File: config.mk
export PLATFORM = sky130hd
export DESIGN_NAME = fp_minmax_unit
export DESIGN_NICKNAME = d
export VERILOG_FILES = /design/src/rtl/fpmm_pkg.sv /design/src/rtl/fpmm_classify.sv /design/src/rtl/fpmm_order.sv /design/src/rtl/fpmm_select.sv /design/src/rtl/fp_minmax_unit.sv
export SDC_FILE = /design/constraint.sdc
export NUM_CORES = 1
export LEC_CHECK = 0
export ABC_CLOCK_PERIOD_IN_PS = 5150
export BUFFER_PORTS_ARGS = -buffer_cell sky130_fd_sc_hd__buf_2
export CAP_MARGIN = 5
export CORE_MARGIN = 2
export CORE_UTILIZATION = 55
export DETAILED_ROUTE_END_ITERATION = 8
export PLACE_DENSITY = 0.79
export SYNTH_ARGS = -nofsm -noshare
export SYNTH_HDL_FRONTEND = slang
export SYNTH_HIERARCHICAL = 1
export SYNTH_SLANG_ARGS = --single-unit
File: constraint.sdc
create_clock -name clk -period 5.15 [get_ports clk]
set_input_delay 0.7725 -clock clk [delete_from_list [all_inputs] [get_ports clk]]
set_output_delay 0.7725 -clock clk [all_outputs]
set_load 0.005 [all_outputs]
File: src/rtl/fpmm_pkg.sv
package fpmm_pkg;
  localparam int unsigned WORD_W = 64;
  localparam int unsigned SP_EXP_W = 8;
  localparam int unsigned SP_FRAC_W = 23;
  localparam int unsigned DP_EXP_W = 11;
  localparam int unsigned DP_FRAC_W = 52;
  localparam int unsigned SP_W = 1 + SP_EXP_W + SP_FRAC_W;

  typedef struct packed {
    logic              sign;
    logic              is_nan;
    logic              is_snan;
    logic [WORD_W-2:0] mag;
  } fp_info_t;
endpackage

File: src/rtl/fpmm_classify.sv
module fpmm_classify
  import fpmm_pkg::*;
#(
  parameter int unsigned EXP_W  = 8,
  parameter int unsigned FRAC_W = 23
) (
  input  logic [WORD_W-1:0] opnd,
  output fp_info_t          info
);
  localparam int unsigned FMT_W = 1 + EXP_W + FRAC_W;

  logic [EXP_W-1:0]  exp_f;
  logic [FRAC_W-1:0] frac_f;

  assign exp_f  = opnd[FMT_W-2:FRAC_W];
  assign frac_f = opnd[FRAC_W-1:0];

  always_comb begin
    info         = '0;
    info.sign    = opnd[FMT_W-1];
    info.is_nan  = (&exp_f) && (|frac_f);
    info.is_snan = (&exp_f) && (|frac_f) && !frac_f[FRAC_W-1];
    info.mag     = (WORD_W-1)'(opnd[FMT_W-2:0]);
  end
endmodule

File: src/rtl/fpmm_order.sv
module fpmm_order
  import fpmm_pkg::*;
(
  input  fp_info_t a,
  input  fp_info_t b,
  output logic     a_lt_b
);
  function automatic logic less_than(input fp_info_t x, input fp_info_t y);
    if (x.sign != y.sign) return x.sign;
    if (x.sign)           return x.mag > y.mag;
    return x.mag < y.mag;
  endfunction

  assign a_lt_b = less_than(a, b);
endmodule

File: src/rtl/fpmm_select.sv
module fpmm_select
  import fpmm_pkg::*;
(
  input  logic [WORD_W-1:0] a_word,
  input  logic [WORD_W-1:0] b_word,
  input  fp_info_t          a_info,
  input  fp_info_t          b_info,
  input  logic              a_lt_b,
  input  logic              sel_max,
  input  logic              dbl,
  output logic [WORD_W-1:0] res,
  output logic              inv,
  output logic              both_nan,
  output logic              one_nan
);
  logic [WORD_W-1:0] dflt_nan;
  logic              pick_a;

  assign dflt_nan = dbl ? '1 : WORD_W'({SP_W{1'b1}});
  assign both_nan = a_info.is_nan && b_info.is_nan;
  assign one_nan  = a_info.is_nan ^ b_info.is_nan;
  assign pick_a   = sel_max ? !a_lt_b : a_lt_b;

  always_comb begin
    inv = a_info.is_snan || b_info.is_snan;
    if (both_nan)           res = dflt_nan;
    else if (a_info.is_nan) res = b_word;
    else if (b_info.is_nan) res = a_word;
    else                    res = pick_a ? a_word : b_word;
  end

  always_comb begin
    if (!a_info.is_nan && !b_info.is_nan)
      a_r6_no_flag_on_numbers: assert (!inv);
  end
endmodule

File: src/rtl/fp_minmax_unit.sv
module fp_minmax_unit
  import fpmm_pkg::*;
(
  input  logic              clk,
  input  logic              rst,
  input  logic              in_valid,
  input  logic [WORD_W-1:0] opnd_a,
  input  logic [WORD_W-1:0] opnd_b,
  input  logic              sel_max,
  input  logic              dbl,
  output logic              out_valid,
  output logic [WORD_W-1:0] result,
  output logic              invalid
);
  localparam int unsigned N_OPND = 2;

  logic [WORD_W-1:0] raw_w  [N_OPND];
  logic [WORD_W-1:0] eff_w  [N_OPND];
  fp_info_t          sp_inf [N_OPND];
  fp_info_t          dp_inf [N_OPND];
  fp_info_t          sel_inf[N_OPND];

  assign raw_w[0] = opnd_a;
  assign raw_w[1] = opnd_b;

  for (genvar g = 0; g < N_OPND; g++) begin : g_opnd
    assign eff_w[g] = dbl ? raw_w[g] : WORD_W'(raw_w[g][SP_W-1:0]);
    fpmm_classify #(.EXP_W(SP_EXP_W), .FRAC_W(SP_FRAC_W)) u_sp (
      .opnd(eff_w[g]), .info(sp_inf[g]));
    fpmm_classify #(.EXP_W(DP_EXP_W), .FRAC_W(DP_FRAC_W)) u_dp (
      .opnd(eff_w[g]), .info(dp_inf[g]));
    assign sel_inf[g] = dbl ? dp_inf[g] : sp_inf[g];
  end

  logic              a_lt_b;
  logic [WORD_W-1:0] res_n;
  logic              inv_n;
  logic              both_nan_w;
  logic              one_nan_w;

  fpmm_order u_order (.a(sel_inf[0]), .b(sel_inf[1]), .a_lt_b(a_lt_b));

  fpmm_select u_select (
    .a_word(eff_w[0]), .b_word(eff_w[1]),
    .a_info(sel_inf[0]), .b_info(sel_inf[1]),
    .a_lt_b(a_lt_b), .sel_max(sel_max), .dbl(dbl),
    .res(res_n), .inv(inv_n), .both_nan(both_nan_w), .one_nan(one_nan_w));

  always_ff @(posedge clk) begin
    if (rst) begin
      out_valid <= 1'b0;
      invalid   <= 1'b0;
      result    <= '0;
    end else begin
      out_valid <= in_valid;
      if (in_valid) begin
        result  <= res_n;
        invalid <= inv_n;
      end
    end
  end

  // the output strobe follows the input strobe by one cycle
  a_r8_latency: assert property (@(posedge clk) disable iff (rst)
    in_valid |=> out_valid);
  a_r8_no_spurious: assert property (@(posedge clk) disable iff (rst)
    !in_valid |=> !out_valid);
  a_r8_hold: assert property (@(posedge clk) disable iff (rst)
    !in_valid |=> ($stable(result) && $stable(invalid)));
  // the upper half of a 32-bit result is zero
  a_r7_upper_zero: assert property (@(posedge clk) disable iff (rst)
    (in_valid && !dbl) |=> (result[WORD_W-1:SP_W] == '0));
  // a 64-bit NaN pair gives the all-ones word
  a_r5_default_nan: assert property (@(posedge clk) disable iff (rst)
    (in_valid && dbl && both_nan_w) |=> (&result));
  // a lone quiet NaN leaves the flag clear
  a_r3_quiet_silent: assert property (@(posedge clk) disable iff (rst)
    (in_valid && one_nan_w && !sel_inf[0].is_snan && !sel_inf[1].is_snan)
      |=> !invalid);
  // a lone signaling NaN raises the flag and returns a number
  a_r4_snan_flags: assert property (@(posedge clk) disable iff (rst)
    (in_valid && one_nan_w && (sel_inf[0].is_snan || sel_inf[1].is_snan))
      |=> (invalid && (result == $past(sel_inf[0].is_nan ? eff_w[1] : eff_w[0]))));
endmodule

* Yosys cells after proc, flatten, opt, wreduce, memory -nomap -nowiden
Cells that the tools add are included.
** Storage, ports and cells
- Output and inout port bits :: 66
- Logic and storage cells :: 46
- Flip-flop bits (word level) :: 66
- Bits of input ports :: 133
** Operators by class
- Eq/ne operators :: 1
- Muxes and demuxes :: 17
- Reductions and logical operators :: 23
- Magnitude comparators :: 2
** Operator list (count)
- $mux W64 :: 7
- $mux W66 :: 2
- $reduce_or A52 Y1 :: 2
- $gt A63 B63 Y1 :: 1
- $lt A63 B63 Y1 :: 1
- $reduce_or A23 Y1 :: 2
- $reduce_and A11 Y1 :: 2
- $reduce_and A8 Y1 :: 2
- $logic_and A1 B1 Y1 :: 9
- $mux W1 :: 8
- $logic_not A1 Y1 :: 5
- $logic_or A1 B1 Y1 :: 1
- $ne A1 B1 Y1 :: 1

* Depth between registers and ports, before layout
Gate-level depths: netlist of the first run.
- Depth after elaboration :: 16
- Depth in mapped cells :: 21

* Hierarchy
Netlist of the first run, hierarchy kept.
** By module, submodules not included
- fp_minmax_unit :: cells an instance 430, instances 1, area each 4672.0 sq um, seq. area each 1321.3 sq um
- fpmm_select :: cells an instance 265, instances 1, area each 1756.7 sq um, seq. area each 0.0 sq um
- fpmm_order :: cells an instance 229, instances 1, area each 1629.1 sq um, seq. area each 0.0 sq um
- fpmm_classify (g_opnd[0].u_dp ...) :: cells an instance 88, instances 2, area each 659.4 sq um, seq. area each 0.0 sq um
- fpmm_classify (g_opnd[0].u_sp ...) :: cells an instance 77, instances 2, area each 575.6 sq um, seq. area each 0.0 sq um

* Worst setup path before layout of the first run
No wires, ideal clock.
- Path kind :: input to register
- Start :: in dbl
- End :: reg result[51]
- Stages :: 20
- Arrival time :: 4.327 ns
- Path buffers :: 6
- Setup slack :: 0.706 ns
- Path through :: buf_6 > buf_6 > clkbuf_1 > and2_1 > buf_4 > mux2_2 > ha_1 > a21oi_2 > nand2_1 > a221o_1 > a222oi_1 > nor4b_2 > mux2i_1 > xnor2_2 > and2_1 > buf_2 > buf_6 > o221ai_1 > mux2i_1 > nor2_1
** RTL lines
- start: declaration :: line fp_minmax_unit.sv:10 : input logic dbl,
- end signal: assignment :: line fp_minmax_unit.sv:57 : result <= res_n;
- end: declaration :: line fp_minmax_unit.sv:12 : output logic [WORD_W-1:0] result,

==> results of run 1 <==
## state kept, by name (all words and copies together), names as in the netlist
signal     count
result        64
invalid        1
out_valid      1
## final cells by class
| cell class | instances | area (um^2) | share of cell area, % |
|---|---|---|---|
| well taps | 234 | 293 | 2.87 |
| clock buffers | 12 | 246 | 2.41 |
| inverters | 68 | 255 | 2.50 |
| multi-input cells | 856 | 6790 | 66.5 |
| repair buffers | 223 | 1220 | 12.0 |
| flip-flops and latches | 66 | 1320 | 12.9 |
| clock inverters | 4 | 75.1 | 0.735 |
## layout by cell type, fill, tap and decap left out, types with 31 or more instances in the layout
cell,instances
nor2_1,133
mux2_2,56
ha_1,63
and2_1,96
dfxtp_1,66
mux2i_1,98
mux2_4,76
a31oi_1,31
buf_2,196
nand2_1,49
inv_1,67
conb_1,64
## routing by layer
layer / track usage, % / routed length [um] / vias up / share of wire [%]
met1: 33.3 / 11400 / 3750 / 44
met4: 8.81 / 583 / 0 / 2.3
li1: - / - / 3977 / -
met5: 0 / 0 / - / 0
met3: 3.40 / 1920 / 43 / 7.4
met2: 41.6 / 11900 / 342 / 46
## critical path, cell delays in order
cell and delay (ns):
buf_6 0.44, buf_12 0.27, and2_1 0.23, mux2_4 0.16
inv_1 0.04, ha_1 0.28, a21oi_1 0.17, o21ai_0 0.10
a221o_1 0.34, a222oi_1 0.33, nor4b_2 0.28, mux2i_1 0.32
xnor2_2 0.18, a21oi_4 0.18, buf_4 0.37, mux2i_1 0.28
mux2i_1 0.10, nor2_1 0.12
## power by group through the flow
stage | Sequential, W | Clock (W) | Combinational [W]
after floorplan | 0.000589 | 0 | 0.000753
after global placement | 0.000587 | 0 | 0.000835
after detailed placement | 0.000588 | 0 | 0.000851
after CTS | 0.000577 | 0.000710 | 0.000857
after global routing | 0.000582 | 0.000722 | 0.000943
final | 0.000577 | 0.000698 | 0.000865
## final timing paths
path | startpoint | endpoint | slack [ns] | cells after the start
max | dbl | result[27] | 0.43 | 18
min | result[4] | result[4] | 0.48 | 2
max reg2reg | result[62] | result[62] | 4.46 | 2
min reg2reg | result[4] | result[4] | 0.48 | 2
## cells in the mapped netlist, drive strengths merged
cell type / n / area share [%]
a2111o: 1 / 0.11
a221oi: 2 / 0.17
a211oi: 4 / 0.29
a31oi: 31 / 1.8
and3: 1 / 0.071
buf: 303 / 22
nor4: 36 / 2.8
conb: 2 / 0.071
nand3: 11 / 0.52
nand2: 51 / 1.9
or4: 4 / 0.43
dfxtp: 66 / 13
and2: 97 / 5.8
a21oi: 26 / 1.4
nor2: 136 / 4.9
a221o: 2 / 0.19
o31ai: 3 / 0.26
o211ai: 1 / 0.071
clkbuf: 23 / 0.82
a21o: 3 / 0.21
a211o: 1 / 0.083
ha: 64 / 7.6
o21ai: 6 / 0.29
inv: 67 / 2.4
mux2: 132 / 17
nor2b: 3 / 0.18
a222oi: 1 / 0.095
o221ai: 31 / 3.7
nor3b: 2 / 0.14
o21a: 2 / 0.14
o311ai: 1 / 0.083
nand3b: 1 / 0.071
nor4b: 1 / 0.14
xnor2: 1 / 0.15
and4: 4 / 0.33
nand4: 24 / 1.4
mux2i: 98 / 9.3
nor3: 7 / 0.33
clkinv: 1 / 0.036
a21boi: 1 / 0.071
a2111oi: 2 / 0.19
or2: 1 / 0.059
## cells by family (layout without fill, tap and decap cells)
| family | count (synthesis) | in the layout | share of synthesized area [%] |
|---|---|---|---|
| AO/OA/AOI/OAI | 118 | 118 | 9.18 |
| XOR/XNOR | 1 | 1 | 0.155 |
| adder cells (fa/ha/maj) | 64 | 64 | 7.61 |
| buffers and inverters | 394 | 307 | 25.3 |
| flip-flops | 66 | 66 | 12.6 |
| multiplexers | 230 | 230 | 26.1 |
| other | 2 | 64 | 0.0713 |
| AND/OR/NAND/NOR | 379 | 379 | 19.0 |
## per-stage QoR
step	worst slack, ns	instance area [um^2]	std cells
global placement	0.289	9890	1447
global route	0.0937	10200	1463
finish	0.430	10200	1463
floorplan	0.706	10800	1316
CTS	0.492	10200	1463
detailed placement	0.146	9890	1447
==> impl_metrics.tcl, run 1 <==
set metrics [dict create \
    finalCriticalPeriod_ns 4.72 \
    wl_um 25800 \
    wl_per_cell_um 17.7 \
    cts_root_buf "clkbuf_16" \
    report.power.total_w 0.00214 \
    switchingPower_w 0.000736 \
    avgViaCountPerCell 5.54 \
    cts_buffers 9 \
    clockPowerShare_pct 32.6 \
    die_x_um 142 \
    cellPowerDensity_nw_per_um2 210 \
    crit_required_ns 5.43 \
    track_usage_pct 25.0 \
    grt_pass1_vias 7662 \
    htreeDepth 3 \
    cts_buffer_depth 2 \
    hold_slack_ns 0.484 \
    cts_tree "done" \
    n_fill_cell 1766 \
    seq_power_share_pct 27.0 \
    tns_ns 0 \
    row_count 50 \
    grt-ovfl-total 0 \
    grt_first_pass_wirelength_um 40000 \
    yosys_warnings 6 \
    dieArea_um2 20300 \
    gp_routability_congestion 0.925 \
    p_leak_nw 5.15 \
    antenna_found_initial 0 \
    syn_inst 1254 \
    setup_viol_count_final 0 \
    grt_max_degree 81 \
    ir_drop_uv 216 \
    start_util_pct 56.1 \
    fin_worst_skew_ns 0 \
    ys_seq_area_share_pct 12.6 \
    p_sw_share_pct 34.4 \
    portBuffers 198 \
    clk_pin_slew_worst_paths_ns 0.06 \
    p_int_w 0.00140 \
    vias 8112 \
    cts_resized 0 \
    dp_hpwl_um 19800 \
    slew_headroom_pct 22.0 \
    max-cap-violations 0 \
    cts_sinks 66 \
    drc 0 \
    grt_setup_unrepaired "false" \
    drt_iter0_markers 693 \
    clock_latency_ns 0.35 \
    synth_area_um2 10500 \
    status "completed" \
    ys_ff_latch 66 \
    ios 199 \
    cp_max_fo 80 \
    syn_avg_cell_area_um2 8.40 \
    drv_slew 0 \
    antennaDiodeCount 0 \
    hp-class "reg -> reg" \
    critPathKind "in -> reg" \
    fin_nets 1421 \
    drive_gt1_share_pct 33.8 \
    final_util_pct 54.4 \
    worstMarginPinSlew_ns 1.17 \
    dr.pass1.iters 6 \
    cts_setup_buffers 0 \
    area_growth_pct -3.02 \
    cp.arrival_ns 5.00 \
    core_area_um2 18800 \
    die_height_um 142 \
    max_freq_mhz 212 \
    hold_viol 0 \
    min_period_over_period_pct 91.6 \
    startpoint_type "primary input" \
    end_kind "flop" \
    synth_cell_types 56 \
    cts_hold_buf 0 \
    comb_power_share_pct 40.4 \
    postRouteAntennaNets 0 \
]
No activity file was read; power rests on OpenSTA's default activity.
==> run 2, diff against run 1 <==
Settings changed: BUFFER_PORTS_ARGS -buffer_cell sky130_fd_sc_hd__buf_2 to default, DONT_BUFFER_PORTS from default to 1, PLACE_DENSITY 0.79 to 0.7.
==> run 2 against run 1 <==
Sequential power rose by 2%. Largest cell class unchanged. Global-route usage fell by 0.55 points. Combinational power fell by 25%. Via count fell by 11%. Maximum frequency rose by 0.86%. Clock skew did not move. Power fell by 12%. Critical path type unchanged. Hold slack improved by 0.0087 ns. Wire length fell by 2.4%.
==> impl_metrics.tcl, run 2 (same netlist as run 1, synthesis figures left out) <==
set metrics [dict create \
    status "completed" \
    worstMarginPinSlew_ns 0.866 \
    drc 0 \
    max-cap-violations 0 \
    hp-start "rst" \
    critPathKind "in -> reg" \
    avgViaCountPerCell 5.76 \
    area_growth_pct -14.0 \
    grt_setup_unrepaired "false" \
    start_util_pct 56.1 \
    report.power.total_w 0.00187 \
    setup_slack_ns 0.471 \
    regMostFlops "result" \
    crit_family "simple AND/OR/NAND/NOR gates" \
    cts_buffers 9 \
    drv_slew 0 \
    row_count 50 \
    end_kind "flop" \
    fin_nets 1208 \
    cts_setup_buffers 0 \
    top_regs "result: 64 flops, invalid: 1 flops, out_valid: 1 flops" \
    crit_required_ns 5.43 \
    clk_pin_slew_worst_paths_ns 0.06 \
    drt_iter0_markers 549 \
    grt-ovfl-total 0 \
    grt_max_degree 198 \
    dieArea_um2 20300 \
    clock_latency_ns 0.35 \
    tns_ns 0 \
    pre_cts_ws_ns 0.422 \
    slew_headroom_pct 42.0 \
    cellPowerDensity_nw_per_um2 207 \
    layout_commonest_cell "nor2_1" \
    fin_worst_skew_ns 0 \
    finalCriticalPeriod_ns 4.68 \
    die_height_um 142 \
    cp_max_fo 197 \
    cp.arrival_ns 4.96 \
    cp-startpoint "dbl" \
    drive_gt1_share_pct 20.1 \
    track_usage_pct 24.5 \
    p_leak_nw 4.19 \
    min_period_over_period_pct 90.9 \
    cts_buffer_depth 2 \
    dp_cells 1234 \
    gp_routability_congestion 0.892 \
    htreeDepth 3 \
    dr.pass1.iters 5 \
    multi_input_area_um2 6790 \
    seq_area_um2 1320 \
    slowest_stage "xnor2_2" \
    hold_viol 0 \
    setup_viol_count_final 0 \
    ir_drop_uv 154 \
    largest_register_ffs 64 \
    portBuffers 0 \
    cpPeakStageDelay_ns 0.69 \
    die_x_um 142 \
    cpMostUsedCell "mux2i_1" \
    cts_sinks 66 \
    wl_um 25200 \
    ios 199 \
    wl_per_cell_um 20.1 \
    cts_resized 0 \
    path_buf_inv 1 \
    grt_first_pass_wirelength_um 38200 \
    dp_hpwl_um 18900 \
    startpoint_type "primary input" \
    fin_cells 1252 \
    layout_common_cells "133 x nor2_1, 98 x mux2i_1, 96 x and2_1, 76 x mux2_4, 67 x inv_1" \
    n_fill_cell 1822 \
    rr_startpoint "result[62]" \
    postRouteAntennaNets 0 \
    cts_tree "done" \
    vias 7217 \
    core_area_um2 18800 \
    crit_chain "and2_1 -> mux2_4 -> ha_1 -> nand4_1 -> nor4_2 -> nand3_1 -> a211oi_1 -> nor4b_2 -> mux2i_1 -> xnor2_2 -> buf_4 -> a31oi_1 -> o221ai_1 -> mux2i_1 -> nor2_1" \
    antenna_found_initial 1 \
    max_freq_mhz 214 \
    reg2reg_slack_ns 4.47 \
    hp-class "in -> reg" \
    grt_pass1_vias 6908 \
    cts_hold_buf 0 \
    cts_root_buf "clkbuf_16" \
]
-- run 2: changes by cell type in the layout (fill, tap and decap cells not counted) --
| cell | previous run | this run |
|---|---|---|
| buf_2 | 196 | 0 |
| buf_4 | 23 | 9 |
| clkbuf_8 | 1 | 0 |
| clkinv_2 | 0 | 1 |
| clkinv_4 | 0 | 2 |
| buf_12 | 3 | 1 |
| buf_6 | 1 | 0 |
| bufinv_16 | 2 | 1 |
| diode_2 | 0 | 2 |
| clkbuf_1 | 2 | 1 |
-- run 2: routing by layer --
layer	GRT usage, %	vias to the layer above	part of all wire, %
met2	41.3	272	47
met1	30.4	3366	43
met4	6.72	0	1.7
li1	-	3550	-
met5	0	-	0
met3	7.10	29	8.5
-- run 2: worst reg2reg max path, cell delays in order, from the launching register on --
cell,delay [ns]
dfxtp_1,0.44
mux2i_1,0.11
nor2_1,0.09
-- run 2: stage by stage --
stage / instance area, um^2 / hold WS, ns / util [%]
final: 9050 / 0.493 / 48.2
after global routing: 9050 / 0.476 / 48.2
after detailed placement: 8750 / 0.512 / 46.6
after global placement: 8750 / 0.506 / 46.6
after CTS: 9050 / 0.480 / 48.2
after floorplan: 10800 / 0.485 / -
-- run 2: area by class of cell --
cell class                 instances  area share (%)
clock buffer                      10            2.53
timing repair buffer              10           0.968
antenna                            2          0.0553
clock inverter                     6           0.746
sequential                        66            14.6
tap                              234            3.23
inverter                          68            2.82
multi-input combinational        856            75.1
-- run 2: path summary, 6_finish.rpt --
check,to,cells after the start
max,result[32],15
min,result[12],1
max reg2reg,result[62],2
min reg2reg,result[22],2
-- run 2: where the power goes --
part	internal (W)	switching, W
Combinational	0.000333	0.000317
Clock	0.000376	0.000257
Sequential	0.000555	0.0000362
Total	0.00126	0.000611
==> run 3, diff against run 2 <==
Settings changed: GPL_TIMING_DRIVEN from default to 0.
==> run 3 against run 2 <==
Clock power increased by 20%. Non-clock buffer count increased by 318. Highest routed layer unchanged. Final area increased by 26%. Die area unchanged. Largest cell class unchanged. Critical path depth increased by 5. Hold slack improved by 0.031 ns.
==> impl_metrics.tcl, run 3 (same netlist as run 1, synthesis figures left out) <==
set metrics [dict create \
    crit_chain "buf_6 -> buf_2 -> buf_2 -> and2_1 -> buf_4 -> mux2_4 -> inv_1 -> ha_1 -> nand4_1 -> nor4_4 -> nand3_2 -> o31ai_2 -> nor4b_2 -> mux2i_1 -> xnor2_2 -> a21oi_4 -> buf_4 -> mux2i_1 -> mux2i_1 -> nor2_1" \
    pre_cts_ws_ns -0.312 \
    vias 8555 \
    cp_max_fo 10 \
    layout_common_cells "260 x buf_4, 134 x nor2_1, 98 x mux2i_1, 96 x and2_1, 76 x mux2_4" \
    postRouteAntennaNets 0 \
    crit_required_ns 5.42 \
    grt_pass1_vias 8318 \
    start_util_pct 56.1 \
    max-cap-violations 0 \
    fin_worst_skew_ns 0 \
    p_leak_nw 5.75 \
    cellPowerDensity_nw_per_um2 198 \
    portBuffers 0 \
    cts_buffer_depth 2 \
    setup_slack_ns 0.202 \
    cp.arrival_ns 5.22 \
    grt_first_pass_wirelength_um 44500 \
    cts_root_buf "clkbuf_16" \
    grt_setup_unrepaired "false" \
    htreeDepth 3 \
    grt-ovfl-total 0 \
    multi_input_area_um2 6800 \
    ir_drop_uv 180 \
    dieArea_um2 20300 \
    clock_latency_ns 0.34 \
    layout_commonest_cell "buf_4" \
    report.power.total_w 0.00226 \
    gp_routability_congestion 0.909 \
    startpoint_type "primary input" \
    core_area_um2 18800 \
    finalCriticalPeriod_ns 4.95 \
    die_x_um 142 \
    row_count 50 \
    status "completed" \
    worstMarginPinSlew_ns 0.737 \
    hp-class "reg -> reg" \
    drive_gt1_share_pct 37.4 \
    ios 199 \
    die_height_um 142 \
    antenna_found_initial 1 \
    critPathKind "in -> reg" \
    track_usage_pct 28.5 \
    wl_per_cell_um 18.6 \
    end_kind "flop" \
    cts_buffers 9 \
    cpMostUsedCell "mux2i_1" \
    cpPeakStageDelay_ns 0.49 \
    cts_tree "done" \
    dr.pass1.iters 5 \
    slowest_stage "nor4_4" \
    top_regs "result: 64 flops, invalid: 1 flops, out_valid: 1 flops" \
    max_freq_mhz 202 \
    fin_nets 1526 \
    min_period_over_period_pct 96.1 \
    wl_um 29200 \
    hold_viol 0 \
    avgViaCountPerCell 5.45 \
    slew_headroom_pct 50.9 \
    area_growth_pct 8.71 \
    drc 0 \
    seq_area_um2 1320 \
    grt_max_degree 13 \
    cts_sinks 66 \
    regMostFlops "result" \
    setup_viol_count_final 0 \
    largest_register_ffs 64 \
    drv_slew 0 \
    drt_iter0_markers 436 \
    clk_pin_slew_worst_paths_ns 0.06 \
    n_fill_cell 1650 \
    dp_hpwl_um 23400 \
]
## run 3: cell count changes in the layout (fill, tap and decap cells not counted), sizes merged
cell,previous run,this run
clkbuf,10,33
bufinv,1,3
clkinv,4,2
buf,10,305
## run 3: report_power, final
| part | internal, W | switching, W |
|---|---|---|
| clock network | 0.000488 | 0.000273 |
| logic | 0.000496 | 0.000418 |
| registers | 0.000554 | 0.0000350 |
| total | 0.00154 | 0.000726 |
## run 3: per-stage QoR
step	cells	cell area, um^2	setup TNS, ns	util (%)	hold WS [ns]
global route	1568	11400	0	61.0	0.551
floorplan	1316	10800	0	-	0.485
finish	1570	11400	0	61.0	0.524
global placement	1550	11100	-11.18	58.9	0.504
CTS	1566	11400	0	60.8	0.530
detailed placement	1550	11100	-12.78	58.9	0.513
## run 3: layout make-up
cell class | instances | area share, %
Multi-Input combinational cell | 856 | 59.4
Clock buffer | 10 | 2.09
Sequential cell | 66 | 11.5
Clock inverter | 6 | 0.995
Antenna cell | 2 | 0.0437
Inverter | 68 | 2.23
Tap cell | 234 | 2.56
Timing Repair Buffer | 2 | 0.131
Buffer | 326 | 21.0
## run 3: worst paths after layout
path                                 start          to  slack, ns  depth (start not counted)
worst min register to register  result[16]  result[16]       0.52                          2
worst min-delay path            result[16]  result[16]       0.52                          2
worst max-delay path                   dbl   result[1]       0.20                         20
worst max register to register     invalid     invalid       4.46                          2
## run 3: per-layer routing
metal | GRT usage [%] | vias to the layer above | wire [um] | share of wire, %
met3 | 7.97 | 48 | 2380 | 8.2
met4 | 8.23 | 0 | 687 | 2.4
met1 | 34.1 | 4033 | 12100 | 41
li1 | - | 4171 | - | -
met2 | 49.7 | 303 | 14000 | 48
met5 | 0 | - | 0 | 0
## run 3: repair_timing
action,4_1_cts,5_1_grt
resized for setup,0,3
setup endpoints to repair,0,62
hold endpoints to repair,0,0
hold buffers,0,0
buffers inserted,0,2
## run 3: worst max-delay path: cells and delay by family
family	cells	cell delay, ns
xor gates and xnor gates	1	0.18
muxes	4	0.80
adders and majority gates	1	0.31
AOI/OAI and AO/OA	2	0.76
buffers and inverters	6	1.04
and+or+nand+nor	6	1.35
